===== config.mk =====
export PLATFORM = sky130hd
export DESIGN_NAME = ppi_port_ctrl
export DESIGN_NICKNAME = d
export VERILOG_FILES = /design/src/rtl/ppi_port_ctrl.sv
export SDC_FILE = /design/constraint.sdc
export NUM_CORES = 1
export LEC_CHECK = 0
export BUFFER_PORTS_ARGS = -buffer_cell sky130_fd_sc_hd__buf_2
export CAP_MARGIN = 20
export CORE_MARGIN = 2
export CORE_UTILIZATION = 40
export CTS_BUF_LIST = sky130_fd_sc_hd__clkbuf_4 sky130_fd_sc_hd__clkbuf_8
export CTS_CLUSTER_DIAMETER = 200
export DETAILED_ROUTE_END_ITERATION = 10
export HOLD_SLACK_MARGIN = 0.03
export PLACE_DENSITY = 0.81
export REMOVE_ABC_BUFFERS = 1
export SYNTH_ARGS = -nofsm -noshare
export SYNTH_HDL_FRONTEND = slang
export SYNTH_SLANG_ARGS = --single-unit

===== constraint.sdc =====
create_clock -name clk -period 1.9 [get_ports clk]
set_input_delay 0.095 -clock clk [delete_from_list [all_inputs] [get_ports clk]]
set_output_delay 0.095 -clock clk [all_outputs]
set_load 0.03 [all_outputs]

===== src/rtl/ppi_port_ctrl.sv =====
module ppi_port_ctrl (
  input  logic       clk,
  input  logic       rst,
  input  logic       cs_n,
  input  logic       rd_n,
  input  logic       wr_n,
  input  logic [1:0] addr,
  input  logic [7:0] din,
  output logic [7:0] dout,
  input  logic [7:0] pa_in,
  output logic [7:0] pa_out,
  output logic [7:0] pa_oe,
  input  logic [7:0] pb_in,
  output logic [7:0] pb_out,
  output logic [7:0] pb_oe,
  input  logic [7:0] pc_in,
  output logic [7:0] pc_out,
  output logic [7:0] pc_oe
);
  localparam logic [6:0] MODE_RESET = 7'h1B;

  logic [6:0] mode_q;
  logic [7:0] a_q, b_q, c_q;

  wire wr_en   = !cs_n && !wr_n;
  wire rd_en   = !cs_n && !rd_n;
  wire mode_wr = wr_en && addr == 2'd3 && din[7];
  wire bit_wr  = wr_en && addr == 2'd3 && !din[7];

  always_ff @(posedge clk) begin
    if (rst) begin
      mode_q <= MODE_RESET;
      a_q <= '0;
      b_q <= '0;
      c_q <= '0;
    end else if (mode_wr) begin
      mode_q <= din[6:0];
      a_q <= '0;
      b_q <= '0;
      c_q <= '0;
    end else if (wr_en) begin
      case (addr)
        2'd0: a_q <= din;
        2'd1: b_q <= din;
        2'd2: c_q <= din;
        default: c_q[din[3:1]] <= din[0];
      endcase
    end
  end

  wire grp_a_basic = mode_q[6:5] == 2'b00;
  wire grp_b_basic = !mode_q[2];

  assign pa_out = a_q;
  assign pb_out = b_q;
  assign pc_out = c_q;
  assign pa_oe  = {8{!mode_q[6] && !mode_q[4]}};
  assign pb_oe  = {8{!mode_q[1]}};
  assign pc_oe  = {{4{grp_a_basic && !mode_q[3]}}, {4{grp_b_basic && !mode_q[0]}}};

  always_comb begin
    dout = 8'h00;
    if (rd_en) begin
      case (addr)
        2'd0: dout = (a_q & pa_oe) | (pa_in & ~pa_oe);
        2'd1: dout = (b_q & pb_oe) | (pb_in & ~pb_oe);
        2'd2: dout = (c_q & pc_oe) | (pc_in & ~pc_oe);
        default: dout = {1'b1, mode_q};
      endcase
    end
  end

  p_idle_hold_r2: assert property (@(posedge clk) disable iff (rst)
    cs_n |=> $stable(pa_out) && $stable(pb_out) && $stable(pc_out) && $stable(mode_q));

  p_mode_clears_r5: assert property (@(posedge clk) disable iff (rst)
    mode_wr |=> pa_out == 8'h00 && pb_out == 8'h00 && pc_out == 8'h00);

  p_bit_keeps_mode_r8: assert property (@(posedge clk) disable iff (rst)
    bit_wr |=> $stable(mode_q) && $stable(pa_out) && $stable(pb_out));

  p_bit_single_r8: assert property (@(posedge clk) disable iff (rst)
    bit_wr |=> $countones(pc_out ^ $past(pc_out)) <= 1);

  p_bidir_release_r10: assert property (@(posedge clk) disable iff (rst)
    (mode_wr && din[6]) |=> pa_oe == 8'h00);
endmodule


# Word level (Yosys, flattened, before mapping)
# Cells that the tools add are included.
[word_totals] regBits=31 in_bits=39 output_inout_bits=56
[classes] magnitude_cmp=2 n_eq_ne=3 n_mux=6 bitwise=13 n_reduce_logical=24
[op_table] cell="$and 8x8->8" count=6
[op_table] cell="$not 8->8" count=3
[op_table] cell="$or 8x8->8" count=3
[op_table] cell="$pmux 8 s3" count=1
[op_table] cell="$pmux 8 s2" count=1
[op_table] cell="$logic_not 1->1" count=9
[op_table] cell="$bwmux 8" count=1
[op_table] cell="$logic_and 1x1->1" count=8
[op_table] cell="$mux 8" count=1
[op_table] cell="$reduce_and 2->1" count=3
[op_table] cell="$eq 2x2->1 const B" count=2
[op_table] cell="$logic_not 2->1" count=2
[op_table] cell="$lt 3x4->1 const B" count=1
[op_table] cell="$reduce_or 2->1" count=2
[op_table] cell="$demux 1 s3" count=1
[op_table] cell="$ge 3x1->1 const B" count=1
[op_table] cell="$eq 2x1->1 const B" count=1
[op_table] cell="$mux 1" count=1
[op_table] cell="$not 1->1" count=1

# Logic depth before layout (Yosys ltp)
# Gate-level depths: netlist (run 1).
[depth] depth_word=7 mapped_depth=6

# Worst setup path after synthesis (run 1)
# Ideal clock, no wire load.
[synth_timing] path_type="register to output" startpoint="register mode_q[0]" endpoint="output dout[0]" t_arrival_ps=2040 setup_slack_ps=-235 stages_incl_launch_ff=4 n_path_buf=0 cell_sequence="dfxtp_1 nor2_1 mux2i_1 a211oi_1"
[synth_via] elab_chain_len=7
[synth_rtl] item="start: declaration" line_no="22" source="logic [6:0] mode_q;"
[synth_rtl] item="start signal: assignment" line_no="37" source="mode_q <= din[6:0];"
[synth_rtl] item="$logic_not 1->1 (*)" line_no="59" source="assign pc_oe = {{4{grp_a_basic && !mode_q[3]}}, {4{grp_b_basic && !mode_q[0]}}};"
[synth_rtl] item="$logic_and 1x1->1 (*)" line_no="59"
[synth_rtl] item="named net pc_oe[0]" line_no="18" source="output logic [7:0] pc_oe"
[synth_rtl] item="$not 8->8" line_no="67" source="2'd2: dout = (c_q & pc_oe) | (pc_in & ~pc_oe);"
[synth_rtl] item="$and 8x8->8" line_no="67"
[synth_rtl] item="$or 8x8->8 (*)" line_no="67"
[synth_rtl] item="$pmux 8 s3 (*)" line_no="64" source="case (addr)"
[synth_rtl] item="$mux 8 (*)" line_no="63" source="if (rd_en) begin"
[synth_rtl] item="end: declaration" line_no="9" source="output logic [7:0] dout,"
# Mark *: on every way through the listed nets, which the timed path passes. The rest lies on a longest branch.

# Worst setup path in the final report (run 1)
[layout_timing] startpoint="register mode_q[3]" endpoint="output dout[4]"
[layout_via] elab_chain_len=7
[layout_rtl] item="$logic_not 1->1 (*)" line_no="59"
[layout_rtl] item="$logic_and 1x1->1 (*)" line_no="59"
[layout_rtl] item="$not 8->8" line_no="67"
[layout_rtl] item="$and 8x8->8" line_no="67"
[layout_rtl] item="$or 8x8->8 (*)" line_no="67"
[layout_rtl] item="$pmux 8 s3 (*)" line_no="64"
[layout_rtl] item="$mux 8 (*)" line_no="63"
# Mark *: on every way between the ends. The rest lies on a longest branch, timed or not.

==> results.cfg, run 1 <==
[outcome]
status = finished, final reports clean

[routing]
drtAntennaViolNets = 0
route.detailed.vias_per_inst = 5.29
totalWireLength_um = 5860
wire_length_the_detailed_router_placed_on_met1_um = 2510
wl_met3_um = 530
met2_wirelength_um = 2790
highest-signal-layer = met4
pre_repair_dr_iteration_count = 4
num_vias = 2080
drtIter0Drc = 107
drc_errors = 0
route.detailed.wl_per_inst_um = 14.9

[sta]
grt_setup_unrepaired = true
achievable-frequency_ghz = 0.546
final.setup.worst_slack_ns = 0.0691
tightestPinTransition_ns = 0.442
post-route-period-util_pct = 96.4
final.setup.tns_ns = 0
setup-violations-final = 0
maxSlewViolCount = 0
skew_ns = 0
finalHoldViolCount = 0
max-slew-margin-rel_pct = 70.5
post-route-min-period_ns = 1.83

[power]
pwr_density_cell_nw_per_um2 = 645
max-vdd-ir-drop_v = 0.000274
p_leak_nw = 1.22

[worst_setup_path]
largest_stage_delay_on_the_critical_path_ns = 0.36
worst_ep_required_time_ns = 1.80
cp_common_cell = sky130_fd_sc_hd__buf_4
crit_path_start_kind = flip-flop
cp_cell_sequence = nor3_2 > buf_4 > mux2_4 > o2111ai_2 > o21ai_1 > buf_4
cpMaxStageDelayCell = sky130_fd_sc_hd__dfxtp_4
worstSetupEndpointType = output pin
critPathMaxFanout = 5
timing_worst_setup_path_type = reg -> out
worstSetupStartpoint = mode_q[3]$_SDFFE_PP1P_
timing.rr.start = mode_q[1]$_SDFFE_PP1P_
worst_ep_arrival_time_ns = 1.74

[synthesis]
yosys-top-cells-area = sky130_fd_sc_hd__dfxtp_1, sky130_fd_sc_hd__mux2i_1, sky130_fd_sc_hd__buf_4
synth.area.mux_share_pct = 16.9
syn-mean-instance-area_um2 = 8.22
synth_sequential_area_ratio_pct = 30.6
synth_xor_xnor_area_share_pct = 0
synth_top_cell_by_area = sky130_fd_sc_hd__dfxtp_1
cell_area_after_technology_mapping_um2 = 2030
synth_top_area_share_pct = 30.6
postSynth.asyncResetShare_pct = 0
synth_compound_gate_area_share_pct = 19.2
synthCells = 247
synth_simple_gate_area_share_pct = 20.6
yosysUniqueCellTypes = 35
number_of_warning_messages_in_the_yosys_log = 0
adder_cell_share_of_the_synthesized_area_pct = 0
synth_enable_flop_cells = 0
number_of_flip_flops_and_latches_in_the_synthesized_netlist = 31
synth_ff_type = sky130_fd_sc_hd__dfxtp_1
combinational_family_with_the_most_area_after_synthesis = simple AND/OR/NAND/NOR gates

[clock_tree]
cts.root.buffer_cell = sky130_fd_sc_hd__clkbuf_8
cts_sinks = 31
clkSlewWorstSetupHoldPaths_ns = 0.07
htreeDepth = 2
cts-hold-fix-buffers = 0
worstSkewPairLatency_ns = 0.28
clockBufferDepth = 2
cts_tree = built
cts_inserted_buffers = 5

[final_layout]
number_of_antenna_diodes = 0
instances_no_fill = 393
final_net_count = 364
post_route_cells_drive_above_1_share_pct = 43.9
syn2layout_area_growth_pct = 29.5
layout.filler_cells = 457
post-route-util_pct = 54.6

[die]
io-pin-count = 95
overall_die_width_um = 75.3
floorplan.core_area_um2 = 4820
starting_utilization_of_the_core_area_pct = 42.2
die_area_um2 = 5660
fp-row-count = 25
die_h_um = 75.3

[place]
placed_cells_incl_taps = 381
port-buffer-count = 94
gp_congestion = 0.850
dp_slack_ns = 0.279
dpl.hpwl_um = 4240

[min_path]
hold_class = in -> reg
worst_hold_startpoint = din[7]

[grt]
grt_start_max_net_pins = 21
number_of_global_route_vias_before_repair = 1852
grt_pass1_wl_um = 8700
antenna_found_initial = 0
global_route.usage.total_pct = 20.8
global_route_total_overflow = 0

[run]
maxCapViolations = 0
-- report_power, final --
| group | total [mW] | switching (mW) | internal (mW) |
|---|---|---|---|
| combinational | 0.343 | 0.212 | 0.131 |
| sequential | 0.677 | 0.0132 | 0.664 |
| clock | 0.677 | 0.253 | 0.424 |
-- synthesized netlist by cell type, types with 4 or more instances --
| cell type | instances |
|---|---|
| sky130_fd_sc_hd__a211o_1 | 4 |
| sky130_fd_sc_hd__nor2b_1 | 5 |
| sky130_fd_sc_hd__buf_2 | 7 |
| sky130_fd_sc_hd__nand2_1 | 23 |
| sky130_fd_sc_hd__a21oi_2 | 4 |
| sky130_fd_sc_hd__a21oi_1 | 17 |
| sky130_fd_sc_hd__nor3_1 | 4 |
| sky130_fd_sc_hd__inv_1 | 6 |
| sky130_fd_sc_hd__a2111oi_0 | 4 |
| sky130_fd_sc_hd__a211oi_1 | 10 |
| sky130_fd_sc_hd__nor2_1 | 26 |
| sky130_fd_sc_hd__mux2i_1 | 22 |
| sky130_fd_sc_hd__nand2b_1 | 8 |
| sky130_fd_sc_hd__o21ai_0 | 8 |
| sky130_fd_sc_hd__o221ai_1 | 4 |
| sky130_fd_sc_hd__mux2_2 | 11 |
| sky130_fd_sc_hd__buf_4 | 20 |
| sky130_fd_sc_hd__clkbuf_1 | 8 |
| sky130_fd_sc_hd__dfxtp_1 | 31 |
-- flip-flops by register name (all words and copies together) (netlist names) --
register / flops
pc_out: 8
pb_out: 8
mode_q: 7
pa_out: 8
-- area by class of cell --
type / count / area (um2) / area share [%]
multi-input cells: 172 / 1170 / 44.6
flip-flops and latches: 31 / 628 / 23.9
repair buffers: 109 / 604 / 23.0
well taps: 67 / 83.8 / 3.19
clock buffers: 6 / 82.6 / 3.14
clock inverters: 2 / 35.0 / 1.33
inverters: 6 / 22.5 / 0.856
-- layout by cell type, fill, tap and decap left out, drive strengths merged --
cell and count:
o221ai 4, nand2b 8, nand4 1, o21ai 8
nor2 26, or3 3, nand3 1, a211oi 10
inv 6, nor4 1, bufinv 1, clkbuf 6
nor3 5, a21o 1, dfxtp 31, buf 109
and3 1, a2111oi 4, or3b 3, mux2i 22
a211o 4, a21boi 1, o2111ai 3, nor4b 2
o2bb2ai 1, nand3b 3, clkinv 1, a21oi 21
nor2b 5, mux2 11, nand2 23
-- logic make-up after synthesis --
| logic type | Yosys count |
|---|---|
| flip-flops | 31 |
| buffers and inverters | 44 |
| AO/OA/AOI/OAI | 57 |
| multiplexers | 33 |
| AND/OR/NAND/NOR | 82 |
-- stage by stage --
stage	total power, mW	hold WS (ns)	instance area (um2)
3_5_place_dp	1.02	0.383	2450
5_1_grt	1.77	0.0842	2630
2_1_floorplan	0.873	0.167	1800
4_1_cts	1.70	0.0778	2580
6_report	1.70	0.0787	2630
3_3_place_gp	1.02	0.377	2450
-- worst max-delay path: cells and delay by family, from the launching register on --
family          cells  cell delay, ns
simple gates        1            0.15
compound gates      2            0.30
mux                 1            0.31
buf+inv             2            0.34
flops               1            0.36
-- path summary, 6_finish.rpt --
check	end	slack, ns	depth (start not counted)
worst max register to register	mode_q[1]$_SDFFE_PP1P_	1.12	1
worst max-delay path	dout[4]	0.07	6
worst min register to register	pb_out[2]$_SDFFE_PP0P_	0.47	2
worst min-delay path	pb_out[7]$_SDFFE_PP0P_	0.08	3
-- timing repair --
item / 4_1_cts / 5_1_grt
cloned: 0 / 1
setup endpoints to repair: 3 / 6
setup buffers: 2 / 1
pin swaps: 0 / 2
resized for setup: 2 / 17
-- routing by layer --
metal | track usage [%] | vias up
met1 | 26.5 | 949
li1 | - | 1013
met4 | 4.87 | 0
met2 | 34.8 | 114
met3 | 6.02 | 4
met5 | 0 | -
No activity file was read; power rests on OpenSTA's default activity.
==> run 2, diff against run 1 <==
- clock period: 1.9 -> 2.1 ns (I/O delays scaled with it)
==> run 2 against run 1 <==
Critical path depth is 1 lower. Clock power decreased by 31%. Cell area fell by 4.5%. Final cell count down 2.0%. Total power shrank 19%. Die area did not move. Clock skew did not move. Via count shrank 1.6%. Hold slack better by 0.028 ns.
==> results.cfg, run 2 (synthesis results as in run 1) <==
[place]
cell_area_after_placement_um2 = 2420
placed_cells_incl_taps = 377
gp_congestion = 0.908
dp_slack_ns = 0.367
port-buffer-count = 94
dpl.hpwl_um = 4220

[sta]
achievable-frequency_ghz = 0.514
post-route-min-period_ns = 1.94
skew_ns = 0
grt_setup_unrepaired = false
setup-violations-final = 0
finalHoldViolCount = 0
maxSlewViolCount = 0
post-route-period-util_pct = 92.6
tightestPinTransition_ns = 0.569
final.setup.worst_slack_ns = 0.156
final.setup.tns_ns = 0
max-slew-margin-rel_pct = 61.9
hold-worst-slack_ns = 0.107

[worst_setup_path]
worst_ep_required_time_ns = 2.00
largest_stage_delay_on_the_critical_path_ns = 0.39
cp_cell_sequence = nor3_4 > mux2_2 > o2111ai_1 > o21ai_0 > buf_2
worst_ep_arrival_time_ns = 1.84
worstSetupEndpointType = output pin
timing_worst_setup_path_type = reg -> out
number_of_buffers_and_inverters_on_the_critical_path = 1
cpMaxStageDelayCell = sky130_fd_sc_hd__mux2_2
critPathTopFamily = multiplexers
crit_path_start_kind = flip-flop
critPathMaxFanout = 8

[routing]
drtIter0Drc = 73
drtAntennaViolNets = 0
route.detailed.vias_per_inst = 5.31
num_vias = 2046
pre_repair_dr_iteration_count = 4
drc_errors = 0
totalWireLength_um = 5530
route.detailed.wl_per_inst_um = 14.4

[final_layout]
final_net_count = 356
syn2layout_area_growth_pct = 23.7
post-route-util_pct = 52.2
instances_no_fill = 385
layout.filler_cells = 496
mostFrequentLayoutCell = sky130_fd_sc_hd__buf_2
number_of_antenna_diodes = 0
post_route_cells_drive_above_1_share_pct = 40.6
mostFrequentLayoutCells = sky130_fd_sc_hd__buf_2, sky130_fd_sc_hd__dfxtp_1, sky130_fd_sc_hd__nor2_1
layout.cell_area.non_filler_um2 = 2510

[clock_tree]
htreeDepth = 2
cts.root.buffer_cell = sky130_fd_sc_hd__clkbuf_8
cts_sinks = 31
clockBufferDepth = 2
cts_inserted_buffers = 5
worstSkewPairLatency_ns = 0.28
clkSlewWorstSetupHoldPaths_ns = 0.06
cts_tree = built
cts_post_setup_buffers_inserted = 0

[die]
die_h_um = 75.3
io-pin-count = 95
fp-row-count = 25
overall_die_width_um = 75.3
starting_utilization_of_the_core_area_pct = 42.2
die_area_um2 = 5660
floorplan.core_area_um2 = 4820

[power]
p_leak_nw = 1.16
max-vdd-ir-drop_v = 0.000261
pwr_density_cell_nw_per_um2 = 549
design_power_total_mw = 1.38

[grt]
number_of_global_route_vias_before_repair = 1796
global_route_total_overflow = 0
grt_start_max_net_pins = 21
grt_pass1_wl_um = 8310
antenna_found_initial = 0
global_route.usage.total_pct = 19.7

[run]
maxCapViolations = 0

[outcome]
status = finished, final reports clean

[min_path]
hold_class = in -> reg
-- run 2: timing repair --
item	in CTS	in global routing
gates resized for setup	0	2
endpoints found under the setup margin	0	4
hold buffers	0	0
-- run 2: area by class of cell --
type | instances | area (um2) | area share (%)
Clock inverter | 1 | 5.00 | 0.199
Sequential cell | 31 | 622 | 24.8
Inverter | 6 | 22.5 | 0.896
Tap cell | 67 | 83.8 | 3.34
Multi-Input combinational cell | 172 | 1160 | 46.2
Timing Repair Buffer | 101 | 536 | 21.3
Clock buffer | 7 | 83.8 | 3.34
-- run 2: report_power, final --
part	leakage (nW)	switching (mW)	internal, mW
Sequential	0.251	0.0124	0.602
Combinational	0.863	0.186	0.109
Clock	0.0491	0.211	0.258
Total	1.16	0.409	0.969
-- run 2: routing by layer --
| metal | routed length, um | track usage (%) |
|---|---|---|
| met5 | 0 | 0 |
| met4 | 59 | 5.46 |
| met3 | 512 | 6.43 |
| met2 | 2500 | 31.7 |
| met1 | 2460 | 25.4 |
-- run 2: final timing paths --
check	from	to	slack, ns	cells past startpoint
max	mode_q[6]$_SDFFE_PP0P_	dout[5]	0.16	5
min	din[7]	pb_out[7]$_SDFFE_PP0P_	0.11	3
max reg2reg	mode_q[1]$_SDFFE_PP1P_	mode_q[1]$_SDFFE_PP1P_	1.31	1
min reg2reg	pb_out[1]$_SDFFE_PP0P_	pb_out[1]$_SDFFE_PP0P_	0.48	2
-- run 2: worst min-delay path: cells and delay by family --
kind	cells	cell delay, ns
and+or+nand+nor	1	0.06
AOI/OAI and AO/OA	1	0.05
buffers and inverters	1	0.13
